File: src/rtl/sig_dbuf_pkg.sv
package sig_dbuf_pkg;

    typedef enum logic [1:0] {
        PER_FULL  = 2'd0,
        PER_HALF  = 2'd1,
        PER_THIRD = 2'd2,
        PER_SIXTH = 2'd3
    } period_e;

    // entries expected per update period
    function automatic int unsigned quota_of(period_e p, int unsigned depth);
        case (p)
            PER_FULL:  return depth;
            PER_HALF:  return depth / 2;
            PER_THIRD: return depth / 3;
            default:   return depth / 6;
        endcase
    endfunction

endpackage

File: src/rtl/sig_wrap_ptr.sv
module sig_wrap_ptr #(
    parameter int DEPTH = 48,
    localparam int AW = $clog2(DEPTH)
) (
    input  logic          clk,
    input  logic          rst_n,
    input  logic          clr,
    input  logic          inc,
    output logic [AW-1:0] ptr
);
    typedef struct packed {
        logic [AW-1:0] ptr;
    } st_t;

    st_t st_d, st_q;
    logic [AW-1:0] base;

    always_comb begin
        st_d = st_q;
        base = clr ? '0 : st_q.ptr;
        if (inc) begin
            st_d.ptr = (base == AW'(DEPTH - 1)) ? '0 : base + 1'b1;
        end else begin
            st_d.ptr = base;
        end
    end

    always_ff @(posedge clk or negedge rst_n) begin
        if (!rst_n) st_q <= '0;
        else        st_q <= st_d;
    end

    assign ptr = st_q.ptr;
endmodule

File: src/rtl/sig_rate_mon.sv
module sig_rate_mon #(
    parameter int DEPTH = 48,
    localparam int CW = $clog2(DEPTH + 2)
) (
    input  logic          clk,
    input  logic          rst_n,
    input  logic          access,
    input  logic          period_end,
    input  logic [CW-1:0] quota,
    input  logic          stat_clr,
    output logic          over,
    output logic          under
);
    typedef struct packed {
        logic [CW-1:0] cnt;
        logic          armed;
        logic          over;
        logic          under;
    } st_t;

    st_t st_d, st_q;
    logic [CW-1:0] base;
    logic          set_over;
    logic          set_under;

    always_comb begin
        st_d      = st_q;
        base      = period_end ? '0 : st_q.cnt;
        set_over  = access && (base >= quota);
        set_under = period_end && st_q.armed && (st_q.cnt < quota);
        if (access && base != CW'(DEPTH + 1)) begin
            st_d.cnt = base + 1'b1;
        end else begin
            st_d.cnt = base;
        end
        st_d.armed = st_q.armed | period_end;
        st_d.over  = set_over  | (st_q.over  & ~stat_clr);
        st_d.under = set_under | (st_q.under & ~stat_clr);
    end

    always_ff @(posedge clk or negedge rst_n) begin
        if (!rst_n) st_q <= '0;
        else        st_q <= st_d;
    end

    assign over  = st_q.over;
    assign under = st_q.under;
endmodule

File: src/rtl/sig_dbuf.sv
module sig_dbuf
    import sig_dbuf_pkg::*;
#(
    parameter int DEPTH = 48,
    parameter int W     = 8,
    localparam int AW   = $clog2(DEPTH),
    localparam int NBW  = $clog2(W + 1),
    localparam int CW   = $clog2(DEPTH + 2)
) (
    input  logic           clk,
    input  logic           rst_n,
    input  logic           rx_wr,
    input  logic [W-1:0]   rx_data,
    input  logic           rx_oos,
    input  logic           upd_evt,
    input  logic [1:0]     period_sel,
    input  logic [NBW-1:0] nbits,
    input  logic           test_en,
    input  logic           mc_wr,
    input  logic [W-1:0]   mc_wdata,
    input  logic           force_upd,
    input  logic           ptr_rst,
    input  logic           mc_rd,
    output logic [W-1:0]   mc_rdata,
    input  logic           stat_rd,
    output logic [3:0]     flags
);
    typedef struct packed {
        logic [DEPTH-1:0][W-1:0] in_mem;
        logic [DEPTH-1:0][W-1:0] out_mem;
    } st_t;

    st_t st_d, st_q;

    logic          rx_take;
    logic          tst_take;
    logic          wr_ok;
    logic          do_copy;
    logic [W-1:0]  wdata;
    logic [AW-1:0] waddr;
    logic [AW-1:0] wptr_q;
    logic [AW-1:0] rptr_q;
    logic [CW-1:0] quota;
    logic [W-1:0]  mask;
    logic          in_over, in_under, out_over, out_under;

    // access decode
    always_comb begin
        rx_take  = rx_wr && !rx_oos;
        tst_take = mc_wr && test_en && !rx_take;
        wr_ok    = rx_take || tst_take;
        wdata    = rx_take ? rx_data : mc_wdata;
        do_copy  = upd_evt || (force_upd && test_en);
        waddr    = (do_copy || ptr_rst) ? '0 : wptr_q;
        quota    = CW'(quota_of(period_e'(period_sel), DEPTH));
        if (nbits == '0 || nbits >= NBW'(W)) begin
            mask = '1;
        end else begin
            mask = (W'(1) << nbits) - W'(1);
        end
    end

    // buffer storage
    always_comb begin
        st_d = st_q;
        if (do_copy) begin
            st_d.out_mem = st_q.in_mem;
        end
        if (wr_ok) begin
            st_d.in_mem[waddr] = wdata;
        end
    end

    always_ff @(posedge clk or negedge rst_n) begin
        if (!rst_n) st_q <= '0;
        else        st_q <= st_d;
    end

    sig_wrap_ptr #(.DEPTH(DEPTH)) u_wptr (
        .clk   (clk),
        .rst_n (rst_n),
        .clr   (do_copy || ptr_rst),
        .inc   (wr_ok),
        .ptr   (wptr_q)
    );

    sig_wrap_ptr #(.DEPTH(DEPTH)) u_rptr (
        .clk   (clk),
        .rst_n (rst_n),
        .clr   (ptr_rst),
        .inc   (mc_rd && !ptr_rst),
        .ptr   (rptr_q)
    );

    sig_rate_mon #(.DEPTH(DEPTH)) u_in_mon (
        .clk        (clk),
        .rst_n      (rst_n),
        .access     (wr_ok),
        .period_end (do_copy),
        .quota      (quota),
        .stat_clr   (stat_rd),
        .over       (in_over),
        .under      (in_under)
    );

    sig_rate_mon #(.DEPTH(DEPTH)) u_out_mon (
        .clk        (clk),
        .rst_n      (rst_n),
        .access     (mc_rd),
        .period_end (do_copy),
        .quota      (quota),
        .stat_clr   (stat_rd),
        .over       (out_over),
        .under      (out_under)
    );

    assign mc_rdata = st_q.out_mem[rptr_q] & mask;
    assign flags    = {out_under, out_over, in_under, in_over};
endmodule

File: config.mk
export PLATFORM = sky130hd
export DESIGN_NAME = sig_dbuf
export DESIGN_NICKNAME = d
export VERILOG_FILES = /design/src/rtl/sig_dbuf_pkg.sv /design/src/rtl/sig_wrap_ptr.sv /design/src/rtl/sig_rate_mon.sv /design/src/rtl/sig_dbuf.sv
export SDC_FILE = /design/constraint.sdc
export NUM_CORES = 2
export LEC_CHECK = 0
export ABC_CLOCK_PERIOD_IN_PS = 3500
export BUFFER_PORTS_ARGS = -buffer_cell sky130_fd_sc_hd__buf_4
export CAP_MARGIN = 20
export CORE_MARGIN = 4
export CORE_UTILIZATION = 40
export DETAILED_ROUTE_END_ITERATION = 16
export GPL_TIMING_DRIVEN = 1
export SLEW_MARGIN = 0
export SYNTH_ARGS = -nofsm -noshare
export SYNTH_HDL_FRONTEND = slang
export SYNTH_SLANG_ARGS = --single-unit
File: constraint.sdc
create_clock -name clk -period 3.5 [get_ports clk]
set_input_delay 0.525 -clock clk [delete_from_list [all_inputs] [get_ports clk]]
set_output_delay 0.525 -clock clk [all_outputs]
set_load 0.01 [all_outputs]
### Word-level counts from Yosys, hierarchy flattened

Cells that the tools add are included.

| word-level totals | value |
|---|---|
| register bits | 798 |
| bits of input ports | 33 |
| output and inout port bits | 12 |
| logic and storage cells | 179 |

| operators by class | value |
|---|---|
| $add $sub $neg | 5 |
| magnitude comparators | 8 |
| equality and inequality tests | 6 |
| shift-type cells | 1 |
| multiplexer cells | 18 |
| bitwise operators | 12 |
| reductions and logical operators | 23 |

Operator list:

| cell | count |
|---|---|
| $bwmux 384 | 1 |
| $mux 6 | 10 |
| $bmux 8 s6 | 1 |
| $demux 8 s6 | 1 |
| $mux 8 | 4 |
| $add 6x1->6 const B | 4 |
| $pmux 6 s3 | 1 |
| $logic_and 1x1->1 | 14 |
| $lt 6x7->1 const B | 2 |
| $eq 6x6->1 const B | 2 |
| $ge 6x6->1 | 2 |
| $lt 6x6->1 | 2 |
| $ne 6x6->1 const B | 2 |
| $and 8x8->8 | 1 |
| $shl 1x4->8 const A | 1 |
| $sub 8x2->8 const B | 1 |
| $ge 6x1->1 const B | 1 |
| $or 1x1->1 | 6 |
| $and 1x1->1 | 4 |
| $ge 4x4->1 const B | 1 |
| $logic_not 4->1 | 1 |
| $logic_or 1x1->1 | 4 |
| $logic_not 1->1 | 3 |
| $eq 2x1->1 const B | 1 |
| 3 further kinds | 3 |

### Depth between registers and ports, before layout

| logic depth | value |
|---|---|
| depth after elaboration | 9 |
| mapped depth | 11 |
| mapped depth without buffers | 9 |

### Hierarchy

From an unflattened synthesis, not the netlist that was laid out.

| unflattened totals | value |
|---|---|
| cells, all modules | 3014 |
| area, all modules | 34380.5 µm² |

By module, submodules not included:

| module | times used | cells an instance | area an instance (µm²) | seq. area each (µm²) |
|---|---|---|---|---|
| sig_dbuf | 1 | 2810 | 32288.5 | 19218.4 |
| sig_rate_mon | 2 | 70 | 704.4 | 225.2 |
| sig_wrap_ptr | 2 | 32 | 341.6 | 150.1 |

### Worst setup path after synthesis

OpenSTA, ideal clock, no wires.

| path | value |
|---|---|
| kind | input to register |
| from | input force_upd |
| to | register u_out_mon.st_q[8] (netlist bit) |
| library setup time | 0.123 ns |
| arrival | 2.574 ns |
| required time | 3.377 ns |
| path slack | 0.804 ns |
| stages | 10 |
| buffers on the path | 2 |
| cell sequence | a21oi_2 > clkbuf_1 > clkbuf_1 > nand2_1 > ha_1 > nor4bb_1 > a31oi_1 > and4_1 > nand3_1 > xnor2_1 |

RTL lines:

| item | line | source |
|---|---|---|
| from (decl) | sig_dbuf.sv:21 | `input logic force_upd,` |
| to (signal assigned) | sig_rate_mon.sv:43 | `else st_q <= st_d;` |
| to (decl) | sig_rate_mon.sv:21 | `st_t st_d, st_q;` |

### Final worst setup path

| path | value |
|---|---|
| from | register u_rptr.st_q, in the netlist u_rptr.ptr[0] |
| to | output mc_rdata[4] |

| between the ends | value |
|---|---|
| cells in the longest elaborated chain, start to end | 3 |

Ends and longest elaborated chain:

| item | line | source |
|---|---|---|
| from (decl) | sig_wrap_ptr.sv:15 | `st_t st_d, st_q;` |
| from (signal assigned) | sig_wrap_ptr.sv:30 | `else st_q <= st_d;` |
| $bmux 8 s6 | sig_dbuf.sv:117 | `assign mc_rdata = st_q.out_mem[rptr_q] & mask;` |
| $mux 8 (not written as such) | sig_dbuf.sv:117 |  |
| $and 8x8->8 | sig_dbuf.sv:117 |  |
| to (decl) | sig_dbuf.sv:24 | `output logic [W-1:0] mc_rdata,` |

Every way passes these cells. The select of a mux whose other input is x is not followed.

==> flow_summary.ini <==
[outcome]
status = finished, violations left
violations = negative setup slack

[sta]
fin_crit_ns = 3.66
fmax_mhz = 274
setup_ws_ns = -0.156
holdWs_ns = 0.125
max-slew-margin-rel_pct = 10.2
fin_worst_skew_ns = 0.0174
post-route-period-util_pct = 104
setup_viol = 8
hold_viol_final = 0
worstMarginPinSlew_ns = 1.35
tns_ns = -0.664
finalMaxSlewViolations = 0
rsz0062_at_grt = true

[synthesis]
synth_top_flop_cell = dfrtp_1
syn_nets = 3164
synth_edf_count = 0
ys_warn_count = 0
synth_top_area_cell = dfrtp_1
synthTopCellsByArea = dfrtp_1, nand2_1, mux2_2
yosysTopAreaCellShare_pct = 58.7
synth_area_per_cell_um2 = 10.9
synth_area_um2 = 34000
synth-seq-cells = 798
synthCells = 3112
synth-async-reset-ratio_pct = 100
yosysSeqAreaShare_pct = 58.7
synth_cell_types = 60

[grt]
antenna_found_initial = 4
overflow = 0
globalRouteMet1Util_pct = 31.1
grt-busiest-layer = met2
grt_pass1_wl_um = 145000
grt_max_degree = 215
grt_pass1_vias = 22700
grtUsageTotal_pct = 21.1
grtUsageMet3_pct = 4.77
met2_usage_pct = 31.6

[die]
start_util_pct = 40.5
dieArea_um2 = 89800
core_area_um2 = 84000
fp.dieH_um = 300
rows = 106
chipWidth_um = 300
io_pins = 45

[clock_tree]
clkTransAtPathRegs_ns = 0.06
clk_latency_ns = 0.63
cts_tree = yes
root_buffer = clkbuf_16
cts-buffers-inserted = 82
htree_num_levels = 3
cts_sinks = 798
clock_path_buffers = 3

[drt]
vias = 23200
first_pass_iters = 5
drtIter0Drc = 1988
drc = 0
post_drt_wl_per_cell_um = 21.6
finalWirelength_um = 94800
via_per_inst = 5.28
ant_nets = 0

[finish]
fin_cells = 4394
drive_above_1_share_pct = 23.9
nFillCells = 7657
layout_commonest_cell = nand2_1
finalCoreUtilization_pct = 47.1
syn_to_final_growth_pct = 16.2
regArea_um2 = 20000
stdcell_area_um2 = 39600
multi_input_area_um2 = 13500
most-common-layout-cells = nand2_1, dfrtp_1, mux2_2, buf_4, clkbuf_16
nets = 3244

[placed_design]
pre_cts_ws_ns = 0.245
placedCellCount = 4203
dp_hpwl_um = 58500
numPortBuffers = 44
gp_congestion = 0.946
placed_cell_area_um2 = 36000

[hold_path]
hold_path_depth = 2
hold_start = stat_rd
min_path_type = primary input to flop
min_to = u_out_mon.under$_DFF_PN0_

[setup_path]
slowest_stage = mux4_2
rr_startpoint = u_wptr.ptr[1]$_DFF_PN0_
cp_slowest_stage_delay_ns = 0.53
end_kind = output port
path_max_fanout = 5
crit_chain = buf_12 -> buf_12 -> buf_8 -> buf_8 -> mux4_2 -> mux4_2 -> o211ai_1 -> o41ai_1 -> buf_4
critPathKind = flop to output port
crit_arrival_ns = 3.13
crit_start = u_rptr.ptr[0]$_DFF_PN0_
path_buf_inv = 5
required_ns = 2.97
critPathTopFamily = multiplexers
worst_setup_path_start_kind = flop
r2r_cells = 4
rr_endpoint = st_q[673]$_DFFE_PN0P_
r2r_slack_ns = 0.85

[run]
maxCapViolCount = 0

[power_and_ir_drop]
totalPowerFinal_mw = 19.6
pwr_density_cell_nw_per_um2 = 495
ir_worst_vdd_uv = 311
leakagePower_nw = 20.2
[cells in the mapped netlist, types with 2 or more instances]
cell type	count
and4_1	2
nor4_1	3
buf_2	27
nor2b_1	17
xnor2_1	6
dfrtp_1	798
nor4bb_1	2
or2_2	4
o22ai_1	9
xor2_1	7
buf_1	6
nand4b_1	2
or3_1	2
nor3_1	4
mux2_2	327
nand3b_1	6
nor3_2	2
and2_1	10
nor2_2	16
ha_1	19
a31o_2	2
nor2_1	61
mux4_2	73
mux2_1	5
o21ai_0	46
nor4_2	3
nand4_1	6
a31oi_1	4
o21ai_1	3
a21oi_1	52
a22o_1	10
inv_1	13
a21boi_0	2
mux2i_1	75
nand2b_1	10
a22oi_1	15
nand2_1	1269
clkbuf_1	137
nand3_1	12
a221oi_1	10
o41ai_1	5
buf_4	12
[report_power, final]
part / internal [mW] / total [mW] / leakage [nW] / switching (mW)
Sequential: 9.36 / 9.44 / 11.0 / 0.0826
Clock: 4.97 / 8.64 / 1.31 / 3.68
Combinational: 0.486 / 1.50 / 7.88 / 1.02
Total: 14.8 / 19.6 / 20.2 / 4.78
[sequential cells by signal (all words and copies together), names as in the netlist]
name,flops
st_q,768
u_in_mon.st_q,7
u_out_mon.st_q,7
u_rptr.ptr,6
u_wptr.ptr,6
u_in_mon.over,1
u_in_mon.under,1
u_out_mon.over,1
u_out_mon.under,1
[cells by family (layout without fill, tap and decap cells)]
logic type / count (synthesis) / count (layout) / synth area share, %
fa+ha+maj: 19 / 19 / 0.698
buf+inv: 197 / 344 / 2.43
other cells: 0 / 1 / 0
mux: 480 / 480 / 18.0
xor+xnor: 13 / 13 / 0.335
simple gates: 1434 / 1434 / 16.7
flops: 798 / 798 / 58.7
compound gates: 171 / 171 / 3.14
[metal layers]
metal  routed length [µm]  vias up
li1                     -    10500
met5                   13        -
met3                 6870      141
met4                 2450        2
met1                43800    11900
met2                41600      709
[worst max path at each step]
stage,endpoint,slack [ns],cells past startpoint
after floorplan,u_out_mon.st_q[8]$_DFF_PN0_,0.80,10
after global placement,mc_rdata[6],0.22,10
after detailed placement,mc_rdata[6],0.25,10
after CTS,mc_rdata[5],-0.06,7
after global routing,mc_rdata[4],-0.19,9
final,mc_rdata[4],-0.16,9
[cell type report]
class	count	area share [%]
Antenna cell	1	0.00633
Clock buffer	132	6.30
Clock inverter	19	0.414
Inverter	13	0.123
Multi-Input combinational cell	2117	34.2
Sequential cell	798	50.5
Tap cell	1134	3.59
Timing Repair Buffer	180	4.89
[timing repair]
| item | in CTS | in global routing |
|---|---|---|
| pin swaps | 9 | 7 |
| gates resized for setup | 42 | 23 |
| buffers inserted | 13 | 18 |
| gates cloned | 5 | 2 |
| hold buffers | 1 | 0 |
| setup endpoints to repair | 8 | 8 |
| endpoints found under the hold margin | 48 | 0 |
No activity file was read; power rests on OpenSTA's default activity.
